===== src/rtl/pcc_pkg.sv =====
package pcc_pkg;
   typedef enum logic [0:0] {
      WR_IDLE  = 1'b0,
      WR_TIMED = 1'b1
   } wr_state_e;

   function automatic bit depth_ok(input int unsigned d);
      return (d == 128) || (d == 256);
   endfunction
endpackage


===== src/rtl/pcc_page_latch.sv =====
module pcc_page_latch #(
   parameter int unsigned PAGE_BYTES = 8,
   parameter int unsigned DATA_W     = 8,
   localparam int unsigned OFF_W     = $clog2(PAGE_BYTES)
) (
   input  logic                         clk,
   input  logic                         rst_n,
   input  logic                         load_i,
   input  logic [OFF_W-1:0]             off_i,
   input  logic                         wr_i,
   input  logic [DATA_W-1:0]            data_i,
   input  logic                         clear_i,
   output logic [PAGE_BYTES-1:0]        mask_o,
   output logic [PAGE_BYTES*DATA_W-1:0] entries_o
);
   logic [OFF_W-1:0] off_q;

   always_ff @(posedge clk or negedge rst_n) begin
      if (!rst_n) begin
         off_q <= '0;
      end else if (load_i) begin
         off_q <= off_i;
      end else if (wr_i) begin
         off_q <= off_q + 1'b1;
      end
   end

   for (genvar s = 0; s < PAGE_BYTES; s++) begin : g_slot
      logic [DATA_W-1:0] data_q;
      logic              vld_q;
      logic              hit;

      assign hit = wr_i && !load_i && (off_q == OFF_W'(s));

      always_ff @(posedge clk or negedge rst_n) begin
         if (!rst_n) begin
            data_q <= '0;
            vld_q  <= 1'b0;
         end else begin
            if (load_i || clear_i) begin
               vld_q <= 1'b0;
            end else if (hit) begin
               vld_q <= 1'b1;
            end
            if (hit) begin
               data_q <= data_i;
            end
         end
      end

      assign mask_o[s]                       = vld_q;
      assign entries_o[s*DATA_W +: DATA_W]   = data_q;
   end
endmodule


===== src/rtl/pcc_write_timer.sv =====
module pcc_write_timer
   import pcc_pkg::*;
#(
   parameter int unsigned WRITE_CYCLES = 100000,
   parameter int unsigned PAGE_BYTES   = 8,
   localparam int unsigned OFF_W       = $clog2(PAGE_BYTES),
   localparam int unsigned CNT_W       = $clog2(WRITE_CYCLES + 1)
) (
   input  logic             clk,
   input  logic             rst_n,
   input  logic             go_i,
   output logic             busy_o,
   output logic             done_o,
   output logic             slot_vld_o,
   output logic [OFF_W-1:0] slot_o
);
   localparam logic [CNT_W-1:0] LAST_C = CNT_W'(WRITE_CYCLES - 1);
   localparam logic [CNT_W-1:0] PAGE_C = CNT_W'(PAGE_BYTES);

   wr_state_e        state_q;
   logic [CNT_W-1:0] cnt_q;

   always_ff @(posedge clk or negedge rst_n) begin
      if (!rst_n) begin
         state_q <= WR_IDLE;
         cnt_q   <= '0;
      end else begin
         unique case (state_q)
            WR_IDLE: begin
               cnt_q <= '0;
               if (go_i) begin
                  state_q <= WR_TIMED;
               end
            end
            WR_TIMED: begin
               if (cnt_q == LAST_C) begin
                  state_q <= WR_IDLE;
                  cnt_q   <= '0;
               end else begin
                  cnt_q <= cnt_q + 1'b1;
               end
            end
            default: state_q <= WR_IDLE;
         endcase
      end
   end

   assign busy_o     = (state_q == WR_TIMED);
   assign done_o     = busy_o && (cnt_q == LAST_C);
   assign slot_vld_o = busy_o && (cnt_q < PAGE_C);
   assign slot_o     = cnt_q[OFF_W-1:0];
endmodule


===== src/rtl/pcc_array.sv =====
module pcc_array #(
   parameter int unsigned DEPTH  = 256,
   parameter int unsigned DATA_W = 8,
   localparam int unsigned AW    = $clog2(DEPTH)
) (
   input  logic              clk,
   input  logic              rst_n,
   input  logic              we_i,
   input  logic [AW-1:0]     waddr_i,
   input  logic [DATA_W-1:0] wdata_i,
   input  logic [AW-1:0]     raddr_i,
   output logic [DATA_W-1:0] rdata_o
);
   logic [DATA_W-1:0] rd_vec [DEPTH];

   for (genvar a = 0; a < DEPTH; a++) begin : g_cell
      logic [DATA_W-1:0] q;
      always_ff @(posedge clk or negedge rst_n) begin
         if (!rst_n) begin
            q <= '0;
         end else if (we_i && (waddr_i == AW'(a))) begin
            q <= wdata_i;
         end
      end
      assign rd_vec[a] = q;
   end

   assign rdata_o = rd_vec[raddr_i];
endmodule


===== src/rtl/page_commit_ctrl.sv =====
module page_commit_ctrl
   import pcc_pkg::*;
#(
   parameter int unsigned DEPTH        = 256,
   parameter int unsigned DATA_W       = 8,
   parameter int unsigned PAGE_BYTES   = 8,
   parameter int unsigned ADDR_IN_W    = 8,
   parameter int unsigned WRITE_CYCLES = 100000,
   localparam int unsigned AW          = $clog2(DEPTH),
   localparam int unsigned OFF_W       = $clog2(PAGE_BYTES),
   localparam int unsigned PG_W        = AW - OFF_W
) (
   input  logic                 clk,
   input  logic                 rst_n,
   input  logic                 addr_load_i,
   input  logic [ADDR_IN_W-1:0] addr_i,
   input  logic                 byte_vld_i,
   input  logic [DATA_W-1:0]    byte_i,
   input  logic                 stop_i,
   input  logic [ADDR_IN_W-1:0] rd_addr_i,
   output logic                 busy_o,
   output logic                 rd_ready_o,
   output logic [DATA_W-1:0]    rd_data_o,
   output logic                 arr_we_o,
   output logic [AW-1:0]        arr_addr_o,
   output logic [DATA_W-1:0]    arr_wdata_o
);
   // elaboration-time parameter checks
   if (!depth_ok(DEPTH)) begin : g_bad_depth
      $error("page_commit_ctrl: DEPTH must be 128 or 256");
   end
   if ((1 << OFF_W) != PAGE_BYTES) begin : g_bad_page
      $error("page_commit_ctrl: PAGE_BYTES must be a power of two");
   end
   if (WRITE_CYCLES < PAGE_BYTES) begin : g_bad_cycles
      $error("page_commit_ctrl: WRITE_CYCLES must cover one slot per cycle");
   end
   if (AW > ADDR_IN_W) begin : g_bad_addr
      $error("page_commit_ctrl: address input narrower than array");
   end

   logic [AW-1:0] waddr_eff;
   logic [AW-1:0] raddr_eff;

   // narrow array: upper address bits are dropped
   if (AW < ADDR_IN_W) begin : g_trim
      logic [ADDR_IN_W-AW-1:0] unused_hi;
      assign waddr_eff = addr_i[AW-1:0];
      assign raddr_eff = rd_addr_i[AW-1:0];
      assign unused_hi = addr_i[ADDR_IN_W-1:AW] ^ rd_addr_i[ADDR_IN_W-1:AW];
   end else begin : g_full
      assign waddr_eff = addr_i;
      assign raddr_eff = rd_addr_i;
   end

   logic                         accept;
   logic                         any_byte;
   logic                         go;
   logic                         done;
   logic                         slot_vld;
   logic [OFF_W-1:0]             slot;
   logic [PAGE_BYTES-1:0]        mask;
   logic [PAGE_BYTES*DATA_W-1:0] entries;
   logic [PG_W-1:0]              page_q;
   logic [DATA_W-1:0]            arr_rdata;

   assign accept   = !busy_o;
   assign any_byte = |mask;
   assign go       = accept && stop_i && any_byte;

   always_ff @(posedge clk or negedge rst_n) begin
      if (!rst_n) begin
         page_q <= '0;
      end else if (accept && addr_load_i) begin
         page_q <= waddr_eff[AW-1:OFF_W];
      end
   end

   pcc_page_latch #(
      .PAGE_BYTES (PAGE_BYTES),
      .DATA_W     (DATA_W)
   ) u_latch (
      .clk       (clk),
      .rst_n     (rst_n),
      .load_i    (accept && addr_load_i),
      .off_i     (waddr_eff[OFF_W-1:0]),
      .wr_i      (accept && byte_vld_i),
      .data_i    (byte_i),
      .clear_i   (done || (accept && stop_i && !any_byte)),
      .mask_o    (mask),
      .entries_o (entries)
   );

   pcc_write_timer #(
      .WRITE_CYCLES (WRITE_CYCLES),
      .PAGE_BYTES   (PAGE_BYTES)
   ) u_timer (
      .clk        (clk),
      .rst_n      (rst_n),
      .go_i       (go),
      .busy_o     (busy_o),
      .done_o     (done),
      .slot_vld_o (slot_vld),
      .slot_o     (slot)
   );

   assign arr_we_o    = slot_vld && mask[slot];
   assign arr_addr_o  = {page_q, slot};
   assign arr_wdata_o = entries[slot*DATA_W +: DATA_W];

   pcc_array #(
      .DEPTH  (DEPTH),
      .DATA_W (DATA_W)
   ) u_array (
      .clk     (clk),
      .rst_n   (rst_n),
      .we_i    (arr_we_o),
      .waddr_i (arr_addr_o),
      .wdata_i (arr_wdata_o),
      .raddr_i (raddr_eff),
      .rdata_o (arr_rdata)
   );

   assign rd_ready_o = accept;
   assign rd_data_o  = busy_o ? '0 : arr_rdata;
endmodule


===== config.mk =====
export PLATFORM = sky130hd
export DESIGN_NAME = page_commit_ctrl
export DESIGN_NICKNAME = d
export VERILOG_FILES = /design/src/rtl/pcc_pkg.sv /design/src/rtl/pcc_page_latch.sv /design/src/rtl/pcc_write_timer.sv /design/src/rtl/pcc_array.sv /design/src/rtl/page_commit_ctrl.sv
export SDC_FILE = /design/constraint.sdc
export NUM_CORES = 2
export LEC_CHECK = 0
export BUFFER_PORTS_ARGS = -buffer_cell sky130_fd_sc_hd__buf_2
export CAP_MARGIN = 10
export CELL_PAD_IN_SITES_DETAIL_PLACEMENT = 1
export CELL_PAD_IN_SITES_GLOBAL_PLACEMENT = 2
export CORE_ASPECT_RATIO = 0.9
export CORE_MARGIN = 3
export CORE_UTILIZATION = 40
export CTS_CLUSTER_DIAMETER = 200
export DETAILED_ROUTE_END_ITERATION = 12
export PLACE_DENSITY_LB_ADDON = 0.1
export SLEW_MARGIN = 20
export SYNTH_ARGS = -nofsm -noshare
export SYNTH_HDL_FRONTEND = slang
export SYNTH_HIERARCHICAL = 1
export SYNTH_SLANG_ARGS = --single-unit

===== constraint.sdc =====
create_clock -name clk -period 6.4 [get_ports clk]
set_clock_uncertainty 0.2 [all_clocks]
set_input_delay 0 -clock clk [delete_from_list [all_inputs] [get_ports clk]]
set_output_delay 0 -clock clk [all_outputs]
set_load 0.05 [all_outputs]

**Word-level counts from Yosys, hierarchy flattened**

Index checks and enable logic that the tools add are counted.

- Register bits after elaboration: 2,146
- Bits in latches: 0
- RAM bits: 0
- ROM bits: 0
- Output and inout port bits: 27
- Logic and storage cells: 866
- Memories: 0

- $add $sub $neg: 2
- $mul: 0
- Div/mod/pow operators: 0
- $lt $le $gt $ge: 3
- Equality and inequality tests: 263
- Shift operators: 1
- Muxes and demuxes: 29
- Bitwise logic cells: 2
- Reduce and logical (&&, ||, !) cells: 290

Operators with widths:

| cell | count |
|---|---|
| 8-bit == test, second input constant | 128 |
| 8-bit by 7-bit == test with 1-bit output, second input constant | 64 |
| 1-bit logical AND | 273 |
| 8-bit by 6-bit == test with 1-bit output, second input constant | 32 |
| 8-bit by 5-bit == test with 1-bit output, second input constant | 16 |
| 8-bit binary-select mux with 8-bit select | 1 |
| 8-bit by 4-bit == test with 1-bit output, second input constant | 8 |
| 64-bit by 7-bit variable part select with 8-bit output | 1 |
| 17-bit one-hot mux with 2 select lines | 1 |
| 8-bit by 3-bit == test with 1-bit output, second input constant | 4 |
| 8-bit two-way mux | 3 |
| 1-bit two-way mux | 19 |
| 2-bit nonzero test | 9 |
| 17-bit by 1-bit adder with 17-bit output, second input constant | 1 |
| 17-bit == test, second input constant | 1 |
| 17-bit by 4-bit less-than comparator with 1-bit output, second input constant | 1 |
| 17-bit two-way mux | 1 |
| 8-bit by 2-bit == test with 1-bit output, second input constant | 2 |
| 3-bit == test, second input constant | 4 |
| 9-bit greater-or-equal comparator, second input constant | 1 |
| 8-bit inverter with 9-bit output | 1 |
| 8-bit by 1-bit == test with 1-bit output, second input constant | 1 |
| 8-bit zero test | 1 |
| 8-bit OR reduction | 1 |
| other kinds (11) | 16 |

**Logic depth before layout (Yosys ltp)**

- Depth in word-level cells: 7
- Depth in mapped cells: 14
- Gate-level depth less buffers: 10

**By module**

The synthesis kept the hierarchy.

By module, submodules not included:

| module | instances | cells an instance | area an instance (µm²) | sequential area each (µm²) |
|---|---|---|---|---|
| pcc_array | 1 | 5,980 | 93,354.5 | 51,249.2 |
| pcc_page_latch | 1 | 202 | 3,183.1 | 1,876.8 |
| pcc_write_timer | 1 | 103 | 943.4 | 450.4 |
| page_commit_ctrl | 1 | 64 | 912.1 | 125.1 |

**Least setup slack after synthesis**

No wires, ideal clock.

- Kind: flip-flop to flip-flop
- Start point: register u_timer.cnt_q[1]
- End point: register u_array.g_cell[100].q[0]
- Setup time: 0.125 ns
- Arrival: 4.296 ns
- Required time: 6.075 ns
- Slack: 1.779 ns
- Stages on the path, launching flop included: 12
- Period minus slack after synthesis: 4.621 ns
- Cell sequence: dfrtp_1 -> buf_4 -> buf_2 -> buf_2 -> o31ai_1 -> a311oi_1 -> inv_1 -> nor2_1 -> nand2_1 -> clkbuf_1 -> nor2_1 -> mux2_2

- Cells in the longest elaborated chain, start to end: 4
- Elaborated cells on any way between the ends: 8

RTL lines:

| element | line | source |
|---|---|---|
| start: declaration | pcc_write_timer.sv:21 | `logic [CNT_W-1:0] cnt_q;` |
| start signal: assignment | pcc_write_timer.sv:40 | `cnt_q <= cnt_q + 1'b1;` |
| 17-bit by 4-bit less-than comparator with 1-bit output / 1-bit binary-select mux with 3-bit select (equally long branches) | pcc_write_timer.sv:50, page_commit_ctrl.sv:107 |  |
| 1-bit logical AND / 1-bit two-way mux (equally long branches) | pcc_write_timer.sv:50, page_commit_ctrl.sv:107 |  |
| 1-bit logical AND (*) | page_commit_ctrl.sv:107 | `assign arr_we_o = slot_vld && mask[slot];` |
| net arr_we_o | page_commit_ctrl.sv:24 | `output logic arr_we_o,` |
| 1-bit logical AND (*) | pcc_array.sv:21 | `end else if (we_i && (waddr_i == AW'(a))) begin` |
| end signal: assignment | pcc_array.sv:22 | `q <= wdata_i;` |
| end: declaration | pcc_array.sv:17 | `logic [DATA_W-1:0] q;` |

The timed path passes the listed nets; every way through them passes the cells marked *. The select of a mux whose other input is x is not followed.
A chain may end at the register's enable or synchronous reset.

**Final worst setup path**

- Start point: register u_timer.cnt_q[12]
- End point: register u_array.g_cell[236].q[1]

- Cells in the longest elaborated chain, start to end: 4

RTL lines:

| element | line | source |
|---|---|---|
| 17-bit by 4-bit less-than comparator with 1-bit output | pcc_write_timer.sv:50 | `assign slot_vld_o = busy_o && (cnt_q < PAGE_C);` |
| 1-bit logical AND | pcc_write_timer.sv:50 |  |
| net slot_vld | page_commit_ctrl.sv:60 | `logic slot_vld;` |
| 1-bit logical AND | page_commit_ctrl.sv:107 |  |
| 1-bit logical AND | pcc_array.sv:21 |  |
| end signal: assignment | pcc_array.sv:22 |  |
| end: declaration | pcc_array.sv:17 |  |

The timed path passes the listed nets, and every way through them passes these cells.

==> results.toml <==
[synth]
avgSynthCellArea_sq_um = 15.5
synth_cells = 6349
synth_warnings = 6
yosysSeqAreaShare_pct = 54.6
synth_cell_types = 74
synth_edf_count = 0
syn-num-nets = 6385
synth-seq-cells = 2146
ys.flop_type = "dfrtp_1"
syn-cell-area_sq_um = 98400
postSynth.asyncResetShare_pct = 100

[drt]
ant_nets = 0
drc = 0
wl_um = 302000
vias = 56800
viasPerCell = 5.81
wl_per_cell_um = 30.9
first_pass_iters = 5
dr.first_iter.drc_count = 3480

[worst_setup_path]
cp_slowest_cell = "nor2_1"
cp.arrival_ns = 5.52
cpLargestDelayFamily = "simple AND/OR/NAND/NOR gates"
crit_top_cell = "nor2_1"
path_depth = 11
reg2reg_depth = 11
path_max_fanout = 14
crit_start = "u_timer/cnt_q[12]"
path_cells = "nor4_1, nand3_1, nor2_1, o31ai_1, a311oi_2, buf_4, inv_1, nor2_1, nand2_2, nor2_1, mux2_2"
cp-end-kind = "flop"
required_ns = 6.93
worstReg2RegStart = "u_timer/cnt_q[12]"
start_kind = "flop"
max_stage_delay_ns = 1.07
crit_buf_inv = 2
path_class = "flop to flop"

[pwr]
powerDensity_nw_per_um2 = 361
total_power_mw = 39.9
max-vdd-ir-drop_mv = 0.611
p_leak_nw = 52.3

[placement]
numPortBuffers = 55
place_ws_ns = 1.35
placed_area_sq_um = 102000
place.gp.congestion = 0.785
dp_hpwl_um = 190000

[run_status]
status = "completed"

[clock_network]
clock_latency_ns = 0.88
clock-sinks = 2146
cts_hold_buf = 50
cts_tree = "built"
htree_levels = 4
cts_root_buf = "clkbuf_16"
clockBufferDepth = 4
clkTransAtPathRegs_ns = 0.06
post-cts-setup-buffers = 0
cts_resized = 0
cts_buffers = 241

[floorplan]
coreArea_sq_um = 244000
dieArea_sq_um = 252000
initial_core_util_pct = 40.2
rows = 172
die-width_um = 529
ioPinCount = 56
die_h_um = 477

[cells_and_area]
drive_gt1_share_pct = 49.5
final_common_cell = "dfrtp_1"
finalNetCount = 6406
nFillCells = 23600
stdcell_area_sq_um = 110000
syn2layout_area_growth_pct = 12.1
layout_common_cells = "2,146 x dfrtp_1, 2,111 x mux2_2, 487 x mux4_2"

[global_route]
met1_usage_pct = 35.9
use_met2_pct = 37.0
grt_max_degree = 170
antenna_found_initial = 15
grt_first_pass_wirelength_um = 447000
global_route.peak_usage_layer = "met2"
track_usage_pct = 23.9
first_global_vias = 61500
grtUsageMet3_pct = 2.93
grt_remaining_overflow = 0

[worst_hold_path]
whs_path_depth = 6
min_from = "byte_vld_i"
min_path_type = "input pin to flop"

[timing]
tightest_slew_ns = 1.25
finalWorstSetupSlack_ns = 1.41
grt_setup_unrepaired = "no"
tns_ns = 0
fin_crit_sh_pct = 78.0
finalHoldViolCount = 0
whs_ns = 0.154
setup_viol = 0
drv_slew = 0
max_freq_mhz = 200
post-route-min-period_ns = 4.99
max_slew_margin_pct = 16.5

[flow_run]
cap_violations = 0
==> cells by family after synthesis <==
kind of cell,after synthesis,share of synthesized area [%]
mux,2771,37.4
compound gates,342,2.48
flops,2146,54.6
fa+ha+maj,7,0.0890
xor+xnor,15,0.134
buf+inv,499,2.64
simple gates,569,2.67
==> tightest hold or removal path, cell delays in order <==
cell	delay [ns]
dlygate4sd3_1	0.53
buf_2	0.11
nor2b_2	0.14
buf_4	0.22
nand3b_1	0.12
a21oi_1	0.06
==> power by group <==
part	internal [mW]	total (mW)	switching, mW	leakage, nW
clock network	8.10	13.8	5.69	3.85
registers	15.0	15.8	0.816	29.9
logic	2.79	10.3	7.48	18.6
==> state kept, by name (all words and copies together) (netlist names) <==
| register | count |
|---|---|
| u_timer/cnt_q | 17 |
| page_q | 5 |
| u_latch/g_slot.data_q | 64 |
| u_array/g_cell.q | 2048 |
| u_latch/g_slot.vld_q | 8 |
| u_latch/off_q | 3 |
| u_timer/busy_o | 1 |
==> layer usage <==
metal	up-vias	part of all wire [%]
met3	366	3.4
met2	842	46
li1	23800	-
met1	31800	48
met4	4	2.3
met5	-	0.0070
==> cell type report <==
| type | count | area (sq um) | area share [%] |
|---|---|---|---|
| Timing Repair Buffer | 257 | 2420 | 2.20 |
| Multi-Input combinational cell | 3704 | 42300 | 38.3 |
| Tap cell | 3219 | 4030 | 3.65 |
| Clock inverter | 61 | 734 | 0.666 |
| Clock buffer | 358 | 7040 | 6.38 |
| Inverter | 20 | 76.3 | 0.0692 |
| Antenna cell | 10 | 25.0 | 0.0227 |
| Sequential cell | 2146 | 53700 | 48.7 |
==> synth_stat cells (4+ instances only) <==
| cell type | n | share of area, % |
|---|---|---|
| or2_2 | 4 | 0.025 |
| nor4_1 | 12 | 0.076 |
| a22oi_1 | 50 | 0.38 |
| o221ai_1 | 46 | 0.41 |
| o22ai_1 | 34 | 0.22 |
| nand3b_1 | 5 | 0.038 |
| mux2_4 | 24 | 0.37 |
| nor2b_1 | 29 | 0.18 |
| and2_1 | 6 | 0.038 |
| clkbuf_1 | 322 | 1.2 |
| o21ai_0 | 33 | 0.17 |
| buf_12 | 8 | 0.16 |
| dfrtp_1 | 2146 | 55 |
| mux2_2 | 2111 | 24 |
| a211o_1 | 5 | 0.045 |
| buf_8 | 10 | 0.15 |
| buf_2 | 55 | 0.28 |
| a21oi_1 | 65 | 0.33 |
| nand2_1 | 155 | 0.59 |
| nand4_1 | 5 | 0.032 |
| a31oi_1 | 9 | 0.057 |
| mux4_2 | 487 | 11 |
| mux4_1 | 13 | 0.35 |
| buf_4 | 23 | 0.18 |
| a211oi_1 | 10 | 0.076 |
| mux2i_1 | 136 | 1.4 |
| and3_1 | 9 | 0.057 |
| nand2b_1 | 13 | 0.083 |
| buf_6 | 43 | 0.49 |
| xnor2_1 | 13 | 0.12 |
| nor2_1 | 250 | 0.95 |
| inv_1 | 18 | 0.069 |
| buf_1 | 15 | 0.057 |
| nor3_1 | 26 | 0.13 |
| ha_1 | 7 | 0.089 |
| nand3_1 | 27 | 0.14 |
| a22o_1 | 28 | 0.25 |
| a221oi_1 | 33 | 0.29 |
==> stage by stage <==
stage | utilization [%] | cells
6_report | 45.1 | 9775
2_1_floorplan | - | 6349
3_5_place_dp | 41.7 | 9293
5_1_grt | 45.1 | 9768
4_1_cts | 45.1 | 9762
3_3_place_gp | 41.7 | 9293
==> final timing paths <==
| check | end | slack (ns) |
|---|---|---|
| worst max-delay path | u_array/g_cell[236].q[1] | 1.41 |
| worst min register to register | u_latch/g_slot[1].data_q[6] | 0.30 |
| min in group asynchronous | u_array/g_cell[61].q[4] | 0.23 |
| worst max register to register | u_array/g_cell[236].q[1] | 1.41 |
| worst min-delay path | u_latch/g_slot[0].vld_q | 0.15 |
| max in group asynchronous | u_array/g_cell[25].q[6] | 3.93 |
Power figures use the tool's default switching activity.
